<file path="src/rtl/dma_csr_pkg.sv">
package dma_csr_pkg;
  // word indices inside the channel window (byte offset / 4)
  localparam int unsigned WORD_CTRL = 0;
  localparam int unsigned WORD_STAT = 1;
  localparam int unsigned WORD_CUR  = 2;
  localparam int unsigned WORD_TAIL = 4;

  // control fields
  localparam int unsigned RUN_BIT   = 0;
  localparam int unsigned TMODE_BIT = 1;
  localparam int unsigned SRST_BIT  = 2;

  // interrupt field, shared position in control (enable) and status (pending)
  localparam int unsigned IRQ_LO = 12;
  localparam int unsigned IRQ_N  = 2;
  localparam int unsigned IRQ_IOC = 0;
  localparam int unsigned IRQ_DLY = 1;

  // coalescing fields, shared position in control (setting) and status (live)
  localparam int unsigned CNT_LO = 16;
  localparam int unsigned CNT_W  = 8;
  localparam int unsigned TMR_LO = 24;
  localparam int unsigned TMR_W  = 8;

  localparam logic [CNT_W-1:0] CNT_RST = CNT_W'(1);

  typedef struct packed {
    logic wr_ctrl;
    logic wr_stat;
    logic wr_cur;
    logic wr_tail;
    logic rd_ctrl;
  } csr_strb_t;

  typedef enum logic [2:0] {
    SEL_NONE,
    SEL_CTRL,
    SEL_STAT,
    SEL_CUR,
    SEL_TAIL
  } rd_sel_t;
endpackage

</file>
<file path="src/rtl/dma_csr_decode.sv">
module dma_csr_decode
  import dma_csr_pkg::*;
#(
  parameter int ADDR_W = 6
) (
  input  logic              wr_en,
  input  logic              rd_en,
  input  logic [ADDR_W-1:0] addr,
  output csr_strb_t         strb,
  output rd_sel_t           rd_sel
);
  localparam int WORD_W = ADDR_W - 2;

  logic [WORD_W-1:0] word;
  assign word = addr[ADDR_W-1:2];

  always_comb begin
    strb   = '0;
    rd_sel = SEL_NONE;
    if (word == WORD_W'(WORD_CTRL)) begin
      strb.wr_ctrl = wr_en;
      strb.rd_ctrl = rd_en;
      if (rd_en) rd_sel = SEL_CTRL;
    end else if (word == WORD_W'(WORD_STAT)) begin
      strb.wr_stat = wr_en;
      if (rd_en) rd_sel = SEL_STAT;
    end else if (word == WORD_W'(WORD_CUR)) begin
      strb.wr_cur = wr_en;
      if (rd_en) rd_sel = SEL_CUR;
    end else if (word == WORD_W'(WORD_TAIL)) begin
      strb.wr_tail = wr_en;
      if (rd_en) rd_sel = SEL_TAIL;
    end
  end
endmodule

</file>
<file path="src/rtl/dma_cmpl_counter.sv">
module dma_cmpl_counter #(
  parameter int W = 8,
  parameter logic [W-1:0] RST_VAL = W'(1)
) (
  input  logic         clk,
  input  logic         rst_n,
  input  logic         load,
  input  logic [W-1:0] load_val,
  input  logic         dec,
  input  logic         reload,
  input  logic [W-1:0] thr,
  output logic [W-1:0] cnt,
  output logic         hit
);
  logic [W-1:0] cnt_q, cnt_d;

  always_comb begin
    hit   = dec && (cnt_q == W'(1));
    cnt_d = cnt_q;
    if (load)        cnt_d = load_val;
    else if (dec)    cnt_d = hit ? thr : cnt_q - W'(1);
    else if (reload) cnt_d = thr;
  end

  always_ff @(posedge clk or negedge rst_n) begin
    if (!rst_n) cnt_q <= RST_VAL;
    else        cnt_q <= cnt_d;
  end

  assign cnt = cnt_q;
endmodule

</file>
<file path="src/rtl/dma_delay_timer.sv">
module dma_delay_timer #(
  parameter int W = 8
) (
  input  logic         clk,
  input  logic         rst_n,
  input  logic         clear,
  input  logic         restart,
  input  logic [W-1:0] delay,
  input  logic         tick,
  output logic [W-1:0] tmr,
  output logic         expire
);
  logic [W-1:0] tmr_q, tmr_d;
  logic         restart_eff;

  always_comb begin
    restart_eff = restart && (delay != '0);
    expire      = !restart_eff && tick && (tmr_q == W'(1));
    tmr_d       = tmr_q;
    if (clear)                       tmr_d = '0;
    else if (restart_eff)            tmr_d = delay;
    else if (tick && tmr_q != '0)    tmr_d = tmr_q - W'(1);
  end

  always_ff @(posedge clk or negedge rst_n) begin
    if (!rst_n) tmr_q <= '0;
    else        tmr_q <= tmr_d;
  end

  assign tmr = tmr_q;
endmodule

</file>
<file path="src/rtl/dma_chan_csr.sv">
module dma_chan_csr
  import dma_csr_pkg::*;
#(
  parameter int ADDR_W = 6
) (
  input  logic              clk,
  input  logic              rst_n,
  input  logic              reg_wr_en,
  input  logic              reg_rd_en,
  input  logic [ADDR_W-1:0] reg_addr,
  input  logic [31:0]       reg_wdata,
  output logic [31:0]       reg_rdata,
  input  logic              cmpl_pulse,
  input  logic              tmr_tick,
  input  logic              idle_req,
  output logic              irq,
  output logic              eng_run,
  output logic              eng_reset,
  output logic              eng_halted,
  output logic              eng_idle,
  output logic              eng_start,
  output logic [31:0]       cur_desc,
  output logic [31:0]       tail_desc
);
  localparam logic [31:0] CTRL_RST = 32'(CNT_RST) << CNT_LO;

  csr_strb_t strb;
  rd_sel_t   rd_sel;

  logic [31:0]      ctrl_q, ctrl_d;
  logic             srst_q, srst_d;
  logic             halted_q, halted_d;
  logic             idle_q, idle_d;
  logic [IRQ_N-1:0] pend_q, pend_d;
  logic [31:0]      cur_q, cur_d;
  logic [31:0]      tail_q, tail_d;
  logic             start_q, start_d;

  logic             soft_rst;
  logic             run_start;
  logic             cnt_load;
  logic [CNT_W-1:0] cnt_load_val;
  logic [CNT_W-1:0] cnt_val;
  logic [TMR_W-1:0] tmr_val;
  logic             ioc_hit;
  logic             dly_exp;
  logic [IRQ_N-1:0] pend_clr;
  logic [IRQ_N-1:0] pend_set;

  dma_csr_decode #(.ADDR_W(ADDR_W)) u_dec (
    .wr_en  (reg_wr_en),
    .rd_en  (reg_rd_en),
    .addr   (reg_addr),
    .strb   (strb),
    .rd_sel (rd_sel)
  );

  // control-side events
  assign soft_rst  = strb.wr_ctrl && reg_wdata[SRST_BIT];
  assign run_start = strb.wr_ctrl && !soft_rst && reg_wdata[RUN_BIT] && !srst_q;

  assign cnt_load     = strb.wr_ctrl;
  assign cnt_load_val = soft_rst ? CNT_RST : reg_wdata[CNT_LO +: CNT_W];

  dma_cmpl_counter #(.W(CNT_W), .RST_VAL(CNT_RST)) u_cnt (
    .clk      (clk),
    .rst_n    (rst_n),
    .load     (cnt_load),
    .load_val (cnt_load_val),
    .dec      (cmpl_pulse),
    .reload   (dly_exp),
    .thr      (ctrl_q[CNT_LO +: CNT_W]),
    .cnt      (cnt_val),
    .hit      (ioc_hit)
  );

  dma_delay_timer #(.W(TMR_W)) u_tmr (
    .clk     (clk),
    .rst_n   (rst_n),
    .clear   (soft_rst),
    .restart (cmpl_pulse),
    .delay   (ctrl_q[TMR_LO +: TMR_W]),
    .tick    (tmr_tick),
    .tmr     (tmr_val),
    .expire  (dly_exp)
  );

  // pending interrupt sources, one bit per coalescing mechanism
  always_comb begin
    pend_set          = '0;
    pend_set[IRQ_IOC] = ioc_hit;
    pend_set[IRQ_DLY] = dly_exp;
    pend_clr          = strb.wr_stat ? reg_wdata[IRQ_LO +: IRQ_N] : '0;
  end

  // next-state
  always_comb begin
    ctrl_d   = ctrl_q;
    srst_d   = srst_q;
    halted_d = halted_q;
    idle_d   = idle_q;
    pend_d   = (pend_q & ~pend_clr) | pend_set;
    cur_d    = cur_q;
    tail_d   = tail_q;
    start_d  = strb.wr_tail;

    if (idle_req) idle_d = 1'b1;

    if (soft_rst) begin
      ctrl_d   = CTRL_RST;
      srst_d   = 1'b1;
      halted_d = 1'b1;
      idle_d   = 1'b0;
      pend_d   = '0;
    end else if (strb.wr_ctrl) begin
      ctrl_d            = reg_wdata;
      ctrl_d[TMODE_BIT] = 1'b0;
      ctrl_d[SRST_BIT]  = 1'b0;
    end else if (strb.rd_ctrl) begin
      srst_d = 1'b0;
    end

    if (run_start) begin
      halted_d = 1'b0;
      idle_d   = 1'b0;
    end

    if (strb.wr_cur) cur_d = reg_wdata;

    if (strb.wr_tail) begin
      tail_d = reg_wdata;
      idle_d = 1'b0;
    end
  end

  // registers
  always_ff @(posedge clk or negedge rst_n) begin
    if (!rst_n) begin
      ctrl_q   <= CTRL_RST;
      srst_q   <= 1'b0;
      halted_q <= 1'b1;
      idle_q   <= 1'b0;
      pend_q   <= '0;
      cur_q    <= '0;
      tail_q   <= '0;
      start_q  <= 1'b0;
    end else begin
      ctrl_q   <= ctrl_d;
      srst_q   <= srst_d;
      halted_q <= halted_d;
      idle_q   <= idle_d;
      pend_q   <= pend_d;
      cur_q    <= cur_d;
      tail_q   <= tail_d;
      start_q  <= start_d;
    end
  end

  // read mux
  always_comb begin
    reg_rdata = '0;
    unique case (rd_sel)
      SEL_CTRL: begin
        reg_rdata            = ctrl_q;
        reg_rdata[TMODE_BIT] = 1'b1;
        reg_rdata[SRST_BIT]  = srst_q;
      end
      SEL_STAT: begin
        reg_rdata[TMR_LO +: TMR_W] = tmr_val;
        reg_rdata[CNT_LO +: CNT_W] = cnt_val;
        reg_rdata[IRQ_LO +: IRQ_N] = pend_q;
        reg_rdata[1]               = idle_q;
        reg_rdata[0]               = halted_q;
      end
      SEL_CUR:  reg_rdata = cur_q;
      SEL_TAIL: reg_rdata = tail_q;
      default:  reg_rdata = '0;
    endcase
  end

  assign irq        = |(pend_q & ctrl_q[IRQ_LO +: IRQ_N]);
  assign eng_run    = ctrl_q[RUN_BIT];
  assign eng_reset  = srst_q;
  assign eng_halted = halted_q;
  assign eng_idle   = idle_q;
  assign eng_start  = start_q;
  assign cur_desc   = cur_q;
  assign tail_desc  = tail_q;
endmodule

</file>
<file path="config.mk">
export PLATFORM = sky130hd
export DESIGN_NAME = dma_chan_csr
export DESIGN_NICKNAME = d
export VERILOG_FILES = /design/src/rtl/dma_csr_pkg.sv /design/src/rtl/dma_csr_decode.sv /design/src/rtl/dma_cmpl_counter.sv /design/src/rtl/dma_delay_timer.sv /design/src/rtl/dma_chan_csr.sv
export SDC_FILE = /design/constraint.sdc
export NUM_CORES = 1
export LEC_CHECK = 0
export BUFFER_PORTS_ARGS = -buffer_cell sky130_fd_sc_hd__buf_4
export CORE_MARGIN = 8
export CORE_UTILIZATION = 35
export DETAILED_ROUTE_END_ITERATION = 12
export PLACE_DENSITY = 0.54
export RECOVER_POWER = 50
export SLEW_MARGIN = 25
export SYNTH_ARGS = -nofsm -noshare
export SYNTH_HDL_FRONTEND = slang
export SYNTH_HIERARCHICAL = 1
export SYNTH_SLANG_ARGS = --single-unit
</file>
<file path="constraint.sdc">
create_clock -name clk -period 7.4 [get_ports clk]
set_input_delay 0.74 -clock clk [delete_from_list [all_inputs] [get_ports clk]]
set_output_delay 0.74 -clock clk [all_outputs]
set_load 0.005 [all_outputs]
</file>
==> reports/results.tsv, run 1 <==
metric	value	unit
Pleak	3.68	nW
Post-route DRC	0	
actual slew at the worst max-slew pin	3.96	ns
fin cells	961	
row count	48	
Clock Tree Buf Depth	2	
initial antenna violation count	0	
height of the die	149	microns
final hold vios	0	
# port buffers	144	
fraction of power consumed by the clock network	38.5	%
flop-to-flop setup slack	4.52	ns
die width	149	microns
maximum vdd drop	0.000154	V
area delta synth->final	30.1	%
YS warnings	6	
MaxCap Viol Count	2	
postcts setup bufs	0	
Critical Path, Cell by Cell	buf_4 > or3b_1 > nor2_4 > nand2b_1 > o221ai_1 > buf_4	
drt initial violations	297	
later-pin clock latency in the skew report	0.41	ns
Mapped Nets	639	
critical path class	input pin to primary output	
number of vias per cell	5.32	
Switching Fraction	28.3	%
post-synth top area share	46.0	%
Comb power frac	21.0	%
sequential area share after synthesis	47.2	%
# IOs	147	
CP peak stage delay	0.92	ns
Slowest cell on crit path	nand2b_1	
Critical Path Most Common Cell	buf_4	
startpoint types	input pin	
Reg power frac	40.5	%
layout cell share with drive strength beyond 1	35.5	%
cell-internal power	1.64	mW
n_diodes	0	
Final setup violation count	0	
CTS tree	built	
EDFF count, synth	0	
CTS Hold Bufs	0	
RSZ-0062 raised after global routing	false	
Post-Synthesis Cell Area	6150	sq um
Via Count	5112	
Final Skew	0.00739	ns
CP max FO	26	
Yosys cell types	64	
clk slew on worst S/H paths	0.05	ns
root buffer cell	clkbuf_16	
Inst Count DP	929	
largest net degree at the start of global routing	73	
CP required	6.66	ns
Power, Total	2.29	mW
Starting Density	35.7	%
achievable frequency	251	MHz
Main synth FF type	dfrtp_1	
gr usage total	17.7	%
setup TNS	0	ns
final clock period utilization by the worst path	53.8	%
Routed Wire Length	18800	microns
Cell Pwr Density	286	nW/um^2
vias in the first global route	5510	
synthesized area per cell	10.4	sq um
status	complete, but fails checks	
Resized Gates After CTS	0	
Period minus WS final	3.98	ns
Slew Viols, Final	89	
Worst setup EP type	primary output	
Setup WS pre-CTS	3.42	ns
H-tree levels	4	
Final HPWL DP	12800	microns
grt ovf	0	
wire length per cell	19.6	microns
Post-synth ARST share	100	%
Hold WC Path Type	flip-flop to flip-flop	
placer congestion estimate	0.827	
nets	773	
first-pass GRT wire length	30600	microns
Rel. slew slack	-164	%
critical path arrival	3.24	ns
FF+latch count, synth	116	
largest area contributor in the netlist	dfrtp_1	
full die area	22100	sq um
Switch Pwr	0.648	mW
post-route setup slack	3.42	ns
Routed Antenna Nets	0	
clock sink total	116	
CORE AREA	17200	sq um
TritonCTS Buffers	17	
largest cells by area after synthesis	dfrtp_1 (46%), mux2_2 (11%), mux2i_1 (3.1%)	
router iterations before antenna repair	4	
Post-Synthesis Cells	589	
failing checks	capacitance limit, slew limit	
final hold slack	0.518	ns
-- per-stage QoR --
step | util (%) | instance area, sq um
3_5_place_dp | 43.1 | 7430
5_1_grt | 46.5 | 8010
2_1_floorplan | - | 6150
4_1_cts | 46.7 | 8060
3_3_place_gp | 43.0 | 7400
6_report | 46.5 | 8010
-- layout by cell type, fill, tap and decap left out, drive strengths merged, types with 3 or more instances in the layout --
cell type / n
bufinv: 4
a21oi: 8
nor3: 21
and2: 7
a211oi: 8
nand3: 28
mux2: 64
a31oi: 3
nor2b: 4
nand2: 40
xor2: 3
or4: 5
mux2i: 19
o31ai: 4
a211o: 12
dfrtp: 113
and3: 17
nor2: 23
nor3b: 3
clkbuf: 72
o221ai: 19
clkinv: 5
o21ai: 36
dfstp: 3
nand2b: 22
inv: 41
nor4: 3
o22ai: 3
buf: 103
ha: 5
xnor2: 6
a22oi: 4
-- worst paths after layout --
path | cells after the start | start | to
worst max-delay path | 6 | reg_addr[2] | reg_rdata[30]
worst min-delay path | 1 | cur_desc[6] | cur_desc[6]
worst max register to register | 7 | ctrl_q[28] | u_cnt/cnt[1]
worst min register to register | 1 | cur_desc[6] | cur_desc[6]
max in group asynchronous | 1 | rst_n | u_cnt/cnt[3]
min in group asynchronous | 1 | rst_n | tail_desc[1]
-- worst max-delay path: cells and delay by family --
kind / cells / cell delay, ns
buffers and inverters: 2 / 0.34
AND/OR/NAND/NOR: 3 / 1.85
AO/OA/AOI/OAI: 1 / 0.30
-- logic make-up (layout without fill, tap and decap cells) --
logic type / count (synthesis) / in the layout / share of synthesized area (%)
adders and majority gates: 5 / 5 / 1.02
DFF: 116 / 116 / 47.2
AOI/OAI and AO/OA: 112 / 112 / 13.2
buffers and inverters: 79 / 226 / 5.77
and+or+nand+nor: 185 / 185 / 16.7
muxes: 83 / 83 / 14.8
xor gates and xnor gates: 9 / 9 / 1.28
-- cells in the mapped netlist, drive strengths merged (4+ instances only) --
cell and number:
dfrtp 113, ha 5, nand3 28, a211o 12, o31ai 4, nand2b 22
nand2 40, xnor2 6, nor2 23, and2 7, o21ai 36, buf 26
a21oi 8, nor3 21, o221ai 19, and3 17, mux2i 19, mux2 64
clkbuf 12, or4 5, a211oi 8, nor2b 4, a22oi 4, inv 41
-- layout make-up --
| type | count | area (sq um) |
|---|---|---|
| multi-input cells | 394 | 2920 |
| clock inverters | 10 | 153 |
| inverters | 41 | 154 |
| clock buffers | 22 | 474 |
| well taps | 225 | 282 |
| fillers | 1636 | 9230 |
| repair buffers | 153 | 1120 |
| flip-flops and latches | 116 | 2910 |
-- power groups by stage --
stage          combinational (mW)  clock, mW  sequential, mW
3_3_place_gp                0.492          0           0.931
3_5_place_dp                0.502          0           0.940
5_1_grt                     0.537      0.935           0.952
2_1_floorplan               0.251          0           0.906
6_report                    0.480      0.881           0.927
4_1_cts                     0.504      0.898           0.931
-- sequential cells by signal, indices dropped and copies added, names as in the netlist --
register    count
cur_desc       32
tail_desc      32
ctrl_q         30
u_cnt/cnt       8
u_tmr/tmr       8
pend_q          2
eng_halted      1
eng_idle        1
eng_reset       1
eng_start       1
-- routing by layer --
metal	up-vias	global-route usage (%)	routed length, microns
met1	2590	21.4	8290
met3	9	6.87	1420
li1	2385	-	-
met4	0	4.74	100
met2	128	28.7	9040
met5	-	0	0
No activity file was read; power rests on OpenSTA's default activity.
==> run 2: changes to the inputs <==
- clock period: 7.4 -> 4.05 ns (I/O delays scaled with it)
==> run 2 against run 1 <==
  * Highest routed layer unchanged
  * Hold slack worse by 0.30 ns
  * Worst setup slack lost 2.3 ns
  * The run still ends with capacitance limit, slew limit left
  * Clock power grew 74%
  * First-iteration DRC count grew 11%
  * Wire length increased by 0.48%
  * Cell area shrank 0.16%
  * Via count down 0.68%
  * Register-to-register slack lost 2.9 ns
==> reports/results.tsv, run 2 (same netlist as run 1, synthesis figures left out) <==
metric	value	unit
achievable frequency	343	MHz
gr usage total	17.5	%
fraction of power consumed by the clock network	37.3	%
TritonCTS Buffers	17	
n_diodes	0	
router iterations before antenna repair	4	
Routed Antenna Nets	0	
Post-route DRC	0	
Layout fillers	1602	
Cell Pwr Density	513	nW/um^2
failing checks	capacitance limit, slew limit	
row count	48	
Switch Pwr	1.15	mW
Clock Tree Buf Depth	2	
drt initial violations	329	
later-pin clock latency in the skew report	0.41	ns
grt ovf	0	
M2 GR Usage	27.3	%
Pleak	3.68	nW
clk slew on worst S/H paths	0.05	ns
startpoint types	input pin	
RSZ-0062 raised after global routing	false	
Period minus WS final	2.92	ns
final hold vios	0	
Final Skew	0.00634	ns
CP required	3.64	ns
CTS tree	built	
root buffer cell	clkbuf_16	
maximum vdd drop	0.000293	V
CP peak stage delay	0.46	ns
Hold Path Depth	3	
Critical Path Most Common Cell	buf_4	
die width	149	microns
# port buffers	144	
Most Crowded Layer GR	met2	
largest net degree at the start of global routing	58	
reg2reg end	u_cnt/cnt[1]	
CTS Hold Bufs	0	
critical path class	input pin to primary output	
postcts setup bufs	0	
most frequent cells in the layout	dfrtp_1 (113), buf_4 (104), mux2_2 (62)	
met1 usage	21.7	%
Via Count	5077	
layout cell share with drive strength beyond 1	35.7	%
setup TNS	0	ns
clock sink total	116	
critical path arrival	2.51	ns
Inst Count DP	932	
placer congestion estimate	0.820	
initial antenna violation count	0	
Rel. slew slack	-115	%
H-tree levels	4	
Starting Density	35.7	%
Comb power frac	21.4	%
Reg power frac	41.4	%
full die area	22100	sq um
Slew Viols, Final	58	
hold wc startpoint	reg_wdata[9]	
Final setup violation count	0	
vias in the first global route	5348	
Slowest cell on crit path	nand2b_1	
wire length per cell	19.7	microns
nets	776	
fin cells	961	
worst r2r src	u_tmr/tmr[3]	
Routed Wire Length	18900	microns
flop-to-flop setup slack	1.66	ns
# IOs	147	
Hold WC Path Type	input pin to flip-flop	
height of the die	149	microns
CORE AREA	17200	sq um
Min-Delay Endpoint	ctrl_q[9]	
Switching Fraction	28.1	%
routing usage on met3	7.20	%
CP max FO	24	
Critical Path, Cell by Cell	buf_4 > nor4b_2 > buf_4 > nand2b_1 > buf_4 > o221ai_1 > buf_4	
MaxCap Viol Count	1	
commonest non-fill, non-tap cell in the layout	dfrtp_1	
number of vias per cell	5.28	
Worst R2R Path Depth	6	
final clock period utilization by the worst path	72.0	%
first-pass GRT wire length	30400	microns
actual slew at the worst max-slew pin	3.22	ns
cell-internal power	2.95	mW
area delta synth->final	29.9	%
Resized Gates After CTS	0	
Worst setup EP type	primary output	
Final HPWL DP	12800	microns
status	complete, but fails checks	
-- run 2: per-layer routing --
metal	vias to the layer above	wire length [microns]
li1	2378	-
met1	2547	8230
met2	141	9040
met3	11	1500
met4	0	163
met5	-	0
-- run 2: worst max-delay path by stage --
stage                start            end  slack (ns)  depth (start not counted)
2_1_floorplan   ctrl_q[28]   u_cnt/cnt[5]        1.71                          8
3_3_place_gp   reg_addr[4]   reg_rdata[1]        1.11                          8
3_5_place_dp   reg_addr[4]   reg_rdata[1]        1.10                          8
4_1_cts        reg_addr[4]   reg_rdata[1]        1.09                          8
5_1_grt              rst_n  tail_desc[21]        0.53                          1
6_report       reg_addr[4]  reg_rdata[23]        1.13                          7
-- run 2: through the flow --
step	power (mW)	instance area [sq um]	setup slack [ns]	hold WS, ns	util, %
after floorplan	2.12	6150	1.71	0.109	-
after CTS	4.19	8040	1.09	0.0879	46.6
after detailed placement	2.63	7430	1.10	0.510	43.1
final	4.11	8000	1.13	0.214	46.4
after global placement	2.60	7430	1.11	0.500	43.1
after global routing	4.34	8000	0.535	0.198	46.4
-- run 2: final cells by class --
type / instances / area, sq um / share of cell area [%]
Clock inverter: 3 / 65.1 / 0.814
Timing Repair Buffer: 156 / 1130 / 14.1
Clock buffer: 26 / 539 / 6.74
Inverter: 41 / 154 / 1.92
Tap cell: 225 / 282 / 3.52
Sequential cell: 116 / 2910 / 36.4
Multi-Input combinational cell: 394 / 2920 / 36.6
-- run 2: worst max-delay path: cells and delay by family --
| kind | cells | cell delay [ns] |
|---|---|---|
| AND/OR/NAND/NOR | 2 | 0.73 |
| buffers and inverters | 4 | 1.12 |
| AO/OA/AOI/OAI | 1 | 0.24 |
-- run 2: power groups by stage --
stage	Clock, mW	Sequential (mW)	Combinational, mW
after CTS	1.57	1.70	0.921
after global routing	1.62	1.74	0.979
after detailed placement	0	1.72	0.915
after floorplan	0	1.66	0.459
final	1.53	1.70	0.877
after global placement	0	1.70	0.901
==> run 3: changes to the inputs <==
- PLACE_DENSITY: 0.54 -> 0.56
- clock period: 4.05 -> 2.6 ns (I/O delays scaled with it)
==> run 3 against run 2 <==
  * Via count up 1.9%
  * Largest cell class unchanged
  * Highest routed layer unchanged
  * First-iteration DRC count down 16%
  * Hold slack worse by 0.15 ns
  * Critical path depth down 1
  * The flow now finishes without violations
==> reports/results.tsv, run 3 (same netlist as run 1, synthesis figures left out) <==
metric	value	unit
Hold WC Path Type	input pin to flip-flop	
CP max FO	12	
actual slew at the worst max-slew pin	1.15	ns
gr usage total	17.9	%
Setup WS pre-CTS	0.200	ns
crit path from	reg_addr[4]	
worst r2r src	ctrl_q[28]	
Reg power frac	39.8	%
Routed Antenna Nets	0	
Worst setup EP type	primary output	
maximum vdd drop	0.000430	V
# IOs	147	
TritonCTS Buffers	17	
startpoint types	input pin	
status	complete, no violations	
Post-route DRC	0	
clk slew on worst S/H paths	0.05	ns
achievable frequency	417	MHz
nets	790	
largest net degree at the start of global routing	54	
Via Count	5175	
Final HPWL DP	14000	microns
# port buffers	144	
placer congestion estimate	0.840	
die width	149	microns
postcts setup bufs	0	
later-pin clock latency in the skew report	0.41	ns
height of the die	149	microns
RSZ-0062 raised after global routing	false	
Pleak	3.76	nW
clock sink total	116	
final clock period utilization by the worst path	92.2	%
router iterations before antenna repair	4	
post-route setup slack	0.204	ns
Slew Viols, Final	0	
Layout fillers	1599	
CP required	2.34	ns
MaxCap Viol Count	0	
full die area	22100	sq um
Cell Pwr Density	816	nW/um^2
met2 WL post-DR	9460	microns
layout cell share with drive strength beyond 1	36.3	%
row count	48	
DR WL met3	1150	microns
Clock Tree Buf Depth	2	
Switch Pwr	1.86	mW
Multi-input gate area	2910	sq um
Rel. slew slack	22.9	%
fraction of power consumed by the clock network	39.4	%
hold wc startpoint	reg_wdata[6]	
critical path arrival	2.14	ns
Final setup violation count	0	
H-tree levels	4	
FF/Latch Area	2910	sq um
drt initial violations	277	
area delta synth->final	32.3	%
Switching Fraction	28.0	%
wire length per cell	19.8	microns
metal1 wirelength	8590	microns
vias in the first global route	5737	
Power, Total	6.65	mW
final hold vios	0	
CORE AREA	17200	sq um
Comb power frac	20.8	%
CTS tree	built	
Starting Density	35.7	%
cell-internal power	4.79	mW
initial antenna violation count	0	
root buffer cell	clkbuf_16	
setup TNS	0	ns
number of vias per cell	5.29	
Routed Wire Length	19400	microns
n_diodes	0	
Final Skew	0.00749	ns
grt ovf	0	
commonest non-fill, non-tap cell in the layout	dfrtp_1	
critical path class	input pin to primary output	
first-pass GRT wire length	31200	microns
most frequent cells in the layout	dfrtp_1 (113), buf_4 (97), mux2_2 (62)	
Period minus WS final	2.40	ns
Max Used Layer	met4	
## run 3: cell types whose count changed in the layout (fill, tap and decap cells not counted), sizes merged
| cell | delta |
|---|---|
| bufinv | +3 |
| clkbuf | +15 |
| buf | -6 |
| dlygate4sd3 | +1 |
| clkinv | +4 |
## run 3: stage by stage
step                hold slack [ns]  cells  util, %  area, sq um
floorplan                   -0.0356    589        -         6150
global placement              0.257    945     43.8         7560
detailed placement            0.263    945     43.8         7560
CTS                          0.0565    978     47.7         8230
global route                 0.0694    978     47.2         8140
finish                       0.0677    978     47.2         8140
## run 3: worst max-delay path: stages
cell	delay, ns
buf_4	0.13
nor4b_2	0.51
nand2_1	0.11
nor2_1	0.76
a211o_1	0.25
buf_4	0.11
## run 3: final timing paths
kind	to	slack [ns]	cells past startpoint
min reg2reg	ctrl_q[16]	0.53	2
max reg2reg	u_cnt/cnt[1]	0.25	7
max	reg_rdata[15]	0.20	6
max in group asynchronous	tail_desc[13]	0.73	3
min in group asynchronous	tail_desc[30]	0.51	2
min	ctrl_q[6]	0.07	3
## run 3: cell type report
type,instances,share of cell area [%]
clock buffer,22,5.95
clock inverter,10,2.15
inverter,41,1.89
multi-input combinational,394,35.8
sequential,116,35.7
tap,225,3.46
timing repair buffer,170,15.1
## run 3: power by group through the flow
stage	Clock (mW)	Combinational (mW)	Sequential, mW
final	2.62	1.38	2.65
after global routing	2.75	1.54	2.71
after CTS	2.66	1.47	2.66
after detailed placement	0	1.46	2.68
after global placement	0	1.43	2.66
after floorplan	0	0.715	2.58
## run 3: repair_timing
action,in CTS,in global routing
hold buffers,1,0
endpoints found under the hold margin,34,0
gates resized for setup,0,0
## run 3: metal layers
metal,vias up,GRT usage [%]
li1,2415,-
met4,0,5.97
met3,15,5.04
met5,-,0
met1,2615,22.3
met2,130,29.2
